[config.mk]
export PLATFORM = sky130hd
export DESIGN_NAME = xfp_trunc_cvt
export DESIGN_NICKNAME = d
export VERILOG_FILES = /design/src/rtl/xfp_trunc_pkg.sv /design/src/rtl/xfp_trunc_ctrl.sv /design/src/rtl/xfp_trunc_dp.sv /design/src/rtl/xfp_trunc_cvt.sv
export SDC_FILE = /design/constraint.sdc
export NUM_CORES = 1
export LEC_CHECK = 0
export BUFFER_PORTS_ARGS = -buffer_cell sky130_fd_sc_hd__buf_4
export CAP_MARGIN = 20
export CORE_MARGIN = 5
export CORE_UTILIZATION = 29
export DETAILED_ROUTE_END_ITERATION = 16
export PLACE_DENSITY = 0.51
export SKIP_LAST_GASP = 1
export SLEW_MARGIN = 15
export SYNTH_ARGS = -nofsm -noshare
export SYNTH_HDL_FRONTEND = slang
export SYNTH_SLANG_ARGS = --single-unit
[constraint.sdc]
create_clock -name clk -period 8.7 [get_ports clk]
set_clock_uncertainty 0.1 [all_clocks]
set_input_delay 0.87 -clock clk [delete_from_list [all_inputs] [get_ports clk]]
set_output_delay 0.87 -clock clk [all_outputs]
set_load 0.02 [all_outputs]
[src/rtl/xfp_trunc_pkg.sv]
package xfp_trunc_pkg;

  typedef enum logic [1:0] {
    WID16 = 2'd0,
    WID32 = 2'd1,
    WID64 = 2'd2
  } width_e;

  typedef enum logic [1:0] {
    CLS_FINITE  = 2'd0,
    CLS_SMALL   = 2'd1,
    CLS_HUGE    = 2'd2,
    CLS_SPECIAL = 2'd3
  } opclass_e;

  typedef struct packed {
    logic   capture;
    width_e widthCode;
  } ctrl_strobe_t;

  function automatic int widthBits(width_e w);
    case (w)
      WID16:   return 16;
      WID32:   return 32;
      default: return 64;
    endcase
  endfunction

endpackage

[src/rtl/xfp_trunc_ctrl.sv]
module xfp_trunc_ctrl
  import xfp_trunc_pkg::*;
(
  input  logic         clk,
  input  logic         rstN,
  input  logic         inValid,
  input  logic [1:0]   widthSel,
  output ctrl_strobe_t strb,
  output logic         popOut
);

  width_e widthDec;

  always_comb begin
    case (widthSel)
      2'd0:    widthDec = WID16;
      2'd1:    widthDec = WID32;
      default: widthDec = WID64;
    endcase
  end

  always_comb begin
    strb.capture   = inValid;
    strb.widthCode = widthDec;
  end

  always_ff @(posedge clk) begin
    if (!rstN) popOut <= 1'b0;
    else       popOut <= inValid;
  end

endmodule

[src/rtl/xfp_trunc_dp.sv]
module xfp_trunc_dp
  import xfp_trunc_pkg::*;
#(
  parameter int EXP_W = 15,
  parameter int SIG_W = 64
) (
  input  logic                       clk,
  input  logic                       rstN,
  input  ctrl_strobe_t               strb,
  input  logic [EXP_W+SIG_W:0]       operand,
  output logic [SIG_W-1:0]           resOut,
  output logic                       invalidOut,
  output logic                       precOut
);

  localparam int BIAS = (1 << (EXP_W - 1)) - 1;
  localparam int SH_W = $clog2(SIG_W);
  localparam int NUM_WID = 3;

  logic             sgn;
  logic [EXP_W-1:0] expF;
  logic [SIG_W-1:0] sig;
  logic [EXP_W-1:0] unb;
  logic [EXP_W-1:0] shFull;
  logic [SH_W-1:0]  shAmt;
  logic [SIG_W-1:0] magInt;
  logic             lostBits;
  logic [SIG_W-1:0] limit;
  logic [SIG_W-1:0] indef;
  logic             overRange;
  opclass_e         opClass;

  logic [SIG_W-1:0] limitTab [NUM_WID];

  // one range limit per supported width
  for (genvar g = 0; g < NUM_WID; g++) begin : g_lim
    localparam int WB = widthBits(width_e'(g));
    assign limitTab[g] = SIG_W'(1) << (WB - 1);
  end

  assign sgn  = operand[EXP_W+SIG_W];
  assign expF = operand[EXP_W+SIG_W-1:SIG_W];
  assign sig  = operand[SIG_W-1:0];

  assign unb    = expF - EXP_W'(BIAS);
  assign shFull = EXP_W'(SIG_W - 1) - unb;
  assign shAmt  = shFull[SH_W-1:0];
  assign magInt = sig >> shAmt;
  assign lostBits = |(sig & ~({SIG_W{1'b1}} << shAmt));

  assign limit = limitTab[strb.widthCode];
  assign indef = ~(limit - SIG_W'(1));
  assign overRange = sgn ? (magInt > limit) : (magInt >= limit);

  always_comb begin
    if (&expF)                           opClass = CLS_SPECIAL;
    else if (expF < EXP_W'(BIAS))        opClass = CLS_SMALL;
    else if (unb > EXP_W'(SIG_W - 1))    opClass = CLS_HUGE;
    else                                 opClass = CLS_FINITE;
  end

  logic [SIG_W-1:0] resNext;
  logic             invNext;
  logic             precNext;

  always_comb begin
    resNext  = '0;
    invNext  = 1'b0;
    precNext = 1'b0;
    case (opClass)
      CLS_SMALL: precNext = |sig;
      CLS_FINITE: begin
        if (overRange) begin
          invNext = 1'b1;
          resNext = indef;
        end else begin
          resNext  = sgn ? (~magInt + SIG_W'(1)) : magInt;
          precNext = lostBits;
        end
      end
      default: begin
        invNext = 1'b1;
        resNext = indef;
      end
    endcase
  end

  always_ff @(posedge clk) begin
    if (!rstN) begin
      resOut     <= '0;
      invalidOut <= 1'b0;
      precOut    <= 1'b0;
    end else if (strb.capture) begin
      resOut     <= resNext;
      invalidOut <= invNext;
      precOut    <= precNext;
    end
  end

endmodule

[src/rtl/xfp_trunc_cvt.sv]
module xfp_trunc_cvt
  import xfp_trunc_pkg::*;
#(
  parameter int EXP_W = 15,
  parameter int SIG_W = 64
) (
  input  logic                 clk,
  input  logic                 rstN,
  input  logic                 inValid,
  input  logic [EXP_W+SIG_W:0] operand,
  input  logic [1:0]           widthSel,
  output logic [SIG_W-1:0]     resOut,
  output logic                 invalidOut,
  output logic                 precOut,
  output logic                 popOut
);

  ctrl_strobe_t strb;

  xfp_trunc_ctrl u_ctrl (
    .clk      (clk),
    .rstN     (rstN),
    .inValid  (inValid),
    .widthSel (widthSel),
    .strb     (strb),
    .popOut   (popOut)
  );

  xfp_trunc_dp #(
    .EXP_W (EXP_W),
    .SIG_W (SIG_W)
  ) u_dp (
    .clk        (clk),
    .rstN       (rstN),
    .strb       (strb),
    .operand    (operand),
    .resOut     (resOut),
    .invalidOut (invalidOut),
    .precOut    (precOut)
  );

endmodule

==> results.tsv, run 1 <==
metric	value	unit
total power	1770	uW
post-synthesis register bit count	67	
hold crit path type	reg2reg	
area of the multi-input gates	9220	um^2
FFs w/ async S/R, synth	0	
fin util	0.339	
remaining global-route overflow	0	
die width	206	um
RSZ-0062 raised after global routing	no	
CP Buf/Inv Count	3	
IO Count	152	
relative slew slack	0.261	
Cell Rows	72	
post-route cell area	13000	um^2
DRC violations left	0	
Slew Limit Fails	0	
Yosys top cell by area	mux4_2	
status	completed	
RePlAce Congestion	0.974	
TritonCTS clock tree	yes	
DRT iter0 DRCs	1599	
gr usage total	0.234	
Max FO, Critical Path	76	
largest net degree at the start of global routing	77	
Worst Tran Pin Value	1.08	ns
via count of the first global-routing pass	11900	
placed cells	1911	
Fmax	147	MHz
cts repair resizes	0	
Die ar.	42600	um^2
Core ar.	38400	um^2
Final Cycle Share	0.783	
data required time at the worst endpoint	8.85	ns
Commonest cells post-synth	nor2_1, nand2_1, mux2i_1, mux4_2, dfxtp_1	
antenna diode count	0	
family with the most delay on the worst path	compound AO/OA/AOI/OAI gates	
Filler cells	4142	
Initial Util	0.292	
Area contributors post-synth	mux4_2, dfxtp_1, mux2i_1, mux2_2, nor2_1	
Setup crit end kind	register	
initial antenna violation count	0	
CTS clk-pin slew, worst paths	0.06	ns
CTS Buffer Depth	2	
Setup Buffers After CTS	0	
CTS root buffer	clkbuf_16	
Max Cap Violations	0	
Pwr per Cell Area	136	nW/um^2
Seq/Total Area, Yosys	0.120	
Syn Nets	1419	
average wire per standard cell	26.5	um
Mapped Cells	1326	
CP peak stage delay	0.91	ns
via count	12100	
synthesized area	11200	um^2
Pleak	0.00471	uW
Area Growth Syn to Fin	16.0	%
Peak VDD IR	81.2	uV
synth warn	0	
CTS buffer count	9	
Worst Path Arrival	6.97	ns
Mean Syn Cell Area	8.44	um^2
crit start category	input pin	
Vias/cell	6.30	
Setup CP Type	in2reg	
Distinct cells, synth	97	
Post-DRT Antenna Nets	0	
share of layout cells above drive strength 1	0.304	
detailed-router iteration count before antenna repair	6	
critical-path cell list	buf_4 -> inv_1 -> ha_4 -> mux2_2 -> mux2_2 -> mux4_2 -> a2111oi_0 -> a31oi_1 -> or2_4 -> or4_1 -> o31ai_1 -> a21o_2 -> a41oi_4 -> buf_4 -> a211oi_1	
Finished Layout Cells	1927	
die height	206	um
first-pass GRT wire length	76.5	mm
Post-CTS Hold Buffers	0	
PortBufs	151	
crit path time final	6.82	ns
clock latency at the later pin of the worst-skew pair	0.34	ns
Final setup viols	0	
Synth top area share	0.165	
Fin Setup TNS	0	ns
Top FF cell, synth	dfxtp_1	
Post-DP HPWL	39.5	mm
Hold Vio Cnt, Final	0	
Final nets	1497	
CTS sink cnt	67	
register area	1340	um^2
routed wire length	51.0	mm
DP Area	12700	um^2
slowest CP cell	ha_4	
CTS H-tree depth	3	
Post-synth EDFFs	0	
count leader, synth	nor2_1	
## logic make-up (layout without fill, tap and decap cells)
kind of cell / after synthesis / count (layout) / synth area share
compound gates: 367 / 367 / 0.250
xor+xnor: 60 / 60 / 0.0469
fa+ha+maj: 9 / 9 / 0.00984
buf+inv: 142 / 225 / 0.0619
flops: 67 / 67 / 0.120
mux: 239 / 239 / 0.315
simple gates: 442 / 442 / 0.196
## routing by layer
| metal | global-route usage | routed length, um |
|---|---|---|
| met5 | 0 | 0 |
| met4 | 0.0867 | 2020 |
| met3 | 0.0432 | 5120 |
| met2 | 0.359 | 22500 |
| met1 | 0.326 | 21400 |
## registers in the layout, summed over array words and instances, names as in the netlist
register and flops:
u_dp.resOut 64, u_ctrl.popOut 1, u_dp.invalidOut 1, u_dp.precOut 1
## layout make-up
class / count / area share
Clock buffer: 11 / 0.0179
Clock inverter: 5 / 0.00414
Inverter: 24 / 0.00693
Multi-Input combinational cell: 1117 / 0.710
Sequential cell: 67 / 0.103
Tap cell: 518 / 0.0499
Timing Repair Buffer: 185 / 0.108
## power by group
part           switching, uW  internal, uW  leakage, uW
clock network            135           221     0.000143
registers               10.0           325     0.000550
logic                    664           413      0.00402
## metrics by stage
step	worst slack, ns	hold WS (ns)
after detailed placement	1.69	0.357
final	1.88	0.363
after floorplan	2.18	0.441
after CTS	2.03	0.365
after global routing	1.47	0.392
after global placement	1.83	0.353
## worst paths after layout
check	startpoint	to	slack, ns	cells after the start
min	u_dp.resOut[11]	u_dp.resOut[11]	0.36	2
max	operand[64]	u_dp.resOut[33]	1.88	15
max reg2reg	u_dp.resOut[27]	u_dp.resOut[27]	7.76	3
min reg2reg	u_dp.resOut[11]	u_dp.resOut[11]	0.36	2
## worst register-to-register path, delay by kind of cell, from the launching register on
kind,cells,cell delay [ns]
compound gates,2,0.23
flops,1,0.33
simple gates,1,0.19
## cells in the final DEF (no fill, tap or decap), types with 21 or more instances in the layout
master    Yosys  routed
mux2_2       59      59
nand2_1      96      96
xnor2_1      34      33
mux4_2       82      82
nand3_1      40      40
dfxtp_1      67      67
nor4_1       23      23
nand4_1      32      32
o22ai_1      21      21
nor2_1      134     131
mux2i_1      85      85
o21ai_0      62      61
inv_1        22      22
buf_4         8     184
a211oi_2     40      40
a21oi_1      64      64
nor3_1       36      36
o31ai_1      25      25
xor2_1       26      25
Power figures use the tool's default switching activity.
==> inputs of run 2 (changes only) <==
--- a/config.mk
+++ b/config.mk
@@ -5,6 +5,7 @@
 export SDC_FILE = /design/constraint.sdc
 export NUM_CORES = 1
 export LEC_CHECK = 0
+export ABC_AREA = 1
 export BUFFER_PORTS_ARGS = -buffer_cell sky130_fd_sc_hd__buf_4
 export CAP_MARGIN = 20
 export CORE_MARGIN = 5
==> constraint.sdc (replaced) <==
create_clock -name clk -period 6.3 [get_ports clk]
set_clock_uncertainty 0.1 [all_clocks]
set_input_delay 0.63 -clock clk [delete_from_list [all_inputs] [get_ports clk]]
set_output_delay 0.63 -clock clk [all_outputs]
set_load 0.02 [all_outputs]
==> results.tsv, run 2 <==
metric	value	unit
internal power	1180	uW
CTS Buffer Depth	2	
Initial Util	0.295	
Final Cycle Share	0.797	
Worst Path Arrival	5.15	ns
Distinct cells, synth	44	
synthesized area	10500	um^2
CTS clk-pin slew, worst paths	0.07	ns
gr usage total	0.274	
Max FO, Critical Path	35	
commonest non-fill, non-tap cells in the layout	nand2_1, nand3_1, buf_4	
Worst Tran Pin Value	0.972	ns
Seq/Total Area, Yosys	0.128	
clock latency at the later pin of the worst-skew pair	0.35	ns
CTS buffer count	9	
DRT iter0 DRCs	1576	
RSZ-0062 raised after global routing	no	
relative slew slack	0.350	
detailed-router iteration count before antenna repair	5	
largest net degree at the start of global routing	74	
via count	14700	
CTS root buffer	clkbuf_16	
Max Cap Violations	0	
status	completed	
most common cell after layout, fill and taps aside	nand2_1	
Top reg by flops	u_dp.resOut	
Setup crit end kind	register	
Pleak	0.00590	uW
Hold Vio Cnt, Final	0	
Fmax	199	MHz
via count of the first global-routing pass	13900	
hold crit path type	reg2reg	
share of layout cells above drive strength 1	0.128	
Psw	1210	uW
crit path time final	5.02	ns
sequential power share	0.190	
Final nets	2207	
Commonest cells post-synth	nand2_1, nand3_1, nor2_1, inv_1, o21ai_0	
synth warn	0	
Filler cells	4141	
Core ar.	35700	um^2
IO Count	152	
Slew Limit Fails	0	
Cell Rows	69	
initial antenna violation count	0	
gr busiest metal	met2	
Peak VDD IR	118	uV
Setup Buffers After CTS	0	
Mapped Cells	2029	
Die ar.	40100	um^2
Area contributors post-synth	nand3_1, nand2_1, dfxtp_1, nor2_1, o21ai_0	
remaining global-route overflow	0	
RePlAce Congestion	1.05	
M3 GR Usage	0.0351	
Pwr per Cell Area	195	nW/um^2
data required time at the worst endpoint	6.42	ns
crit start category	input pin	
Top FF cell, synth	dfxtp_1	
Setup CP Type	in2reg	
Post-synth EDFFs	0	
Comb power frac	0.569	
post-route cell area	12300	um^2
Final setup viols	0	
TritonCTS clock tree	yes	
Post-DP HPWL	46.8	mm
worst hold slack	0.368	ns
post-synthesis register bit count	67	
sw frac	0.506	
die width	200	um
Mean Syn Cell Area	5.18	um^2
Vias/cell	5.70	
die height	200	um
total power	2400	uW
cts repair resizes	0	
count leader, synth	nand2_1	
CTS sink cnt	67	
global routing usage on met1	0.397	
Syn Nets	2122	
max reg flops	64	
Post-DRT Antenna Nets	0	
Synth top area share	0.256	
first-pass GRT wire length	87.2	mm
antenna diode count	0	
Area Growth Syn to Fin	17.2	%
FFs w/ async S/R, synth	0	
Yosys top cell by area	nand3_1	
Fin Setup TNS	0	ns
Post-CTS Hold Buffers	0	
PortBufs	151	
DRC violations left	0	
average wire per standard cell	22.2	um
clock share of power	0.241	
CTS H-tree depth	3	
routed wire length	57.3	mm
met2 Use GR	0.427	
DP Area	12000	um^2
run 2: cell count changes after synthesis, moves of 24 or more:
cell | previous run | this run
a211oi_2 | 40 | 0
o31ai_1 | 25 | 1
nand3_1 | 40 | 538
o21ai_0 | 62 | 103
mux2_2 | 59 | 0
xnor2_1 | 34 | 6
inv_1 | 22 | 106
mux4_2 | 82 | 0
nor3_1 | 36 | 9
mux2i_1 | 85 | 0
nand2_1 | 96 | 673
run 2: through the flow:
step           setup WS, ns  instances  utilization
2_1_floorplan          2.31       2029            -
3_3_place_gp           1.03       2564        0.336
3_5_place_dp           1.09       2564        0.336
4_1_cts                1.45       2580        0.345
5_1_grt               0.979       2580        0.345
6_report               1.28       2580        0.345
run 2: kinds of logic after synthesis:
logic type      after synthesis  share of synthesized area
flops                        67                      0.128
fa+ha+maj                     8                    0.00953
buf+inv                     229                     0.0941
compound gates              203                      0.107
simple gates               1496                      0.640
xor+xnor                     26                     0.0217
run 2: path summary, 6_finish.rpt:
| check | slack (ns) | start | end | cells past startpoint |
|---|---|---|---|---|
| worst max-delay path | 1.28 | operand[64] | u_dp.resOut[45] | 24 |
| worst min-delay path | 0.37 | u_dp.resOut[1] | u_dp.resOut[1] | 2 |
| worst max register to register | 5.51 | u_dp.resOut[3] | u_dp.resOut[3] | 2 |
| worst min register to register | 0.37 | u_dp.resOut[1] | u_dp.resOut[1] | 2 |
run 2: critical path, stage by stage:
cell     delay [ns]
buf_4          0.11
ha_1           0.19
inv_1          0.08
nor2_1         0.35
nand2_1        0.16
nand2_1        0.32
buf_4          0.44
nor2_2         0.26
nand2_1        0.14
nand3_1        0.24
ha_1           0.43
inv_1          0.05
nor2_1         0.13
nand2_1        0.09
nor2_1         0.21
nand3_1        0.11
nand3_1        0.09
nand2_1        0.07
nand2_2        0.09
nand2_4        0.23
nand2_4        0.18
nand2_4        0.26
nand2_1        0.16
a21oi_1        0.08
run 2: per-layer routing:
layer  wire, um  vias to the layer above  share of wire
li1           -                     6986              -
met1      26400                     6925           0.46
met2      24900                      690           0.44
met3       4290                      102          0.075
met4       1690                        0          0.030
met5          0                        -              0
run 2: power groups by stage:
stage / Clock [uW] / Combinational, uW / Sequential, uW
CTS: 589 / 1340 / 455
finish: 578 / 1360 / 454
global route: 607 / 1490 / 457
global placement: 0 / 1340 / 463
detailed placement: 0 / 1330 / 464
floorplan: 0 / 835 / 487
run 2: cell type report:
| cell class | instances | area (um^2) | area share |
|---|---|---|---|
| clock buffer | 9 | 225 | 0.0183 |
| clock inverter | 7 | 100 | 0.00813 |
| inverter | 119 | 447 | 0.0363 |
| multi-input combinational | 1733 | 8180 | 0.664 |
| sequential | 67 | 1340 | 0.109 |
| tap | 461 | 577 | 0.0468 |
| timing repair buffer | 184 | 1440 | 0.117 |
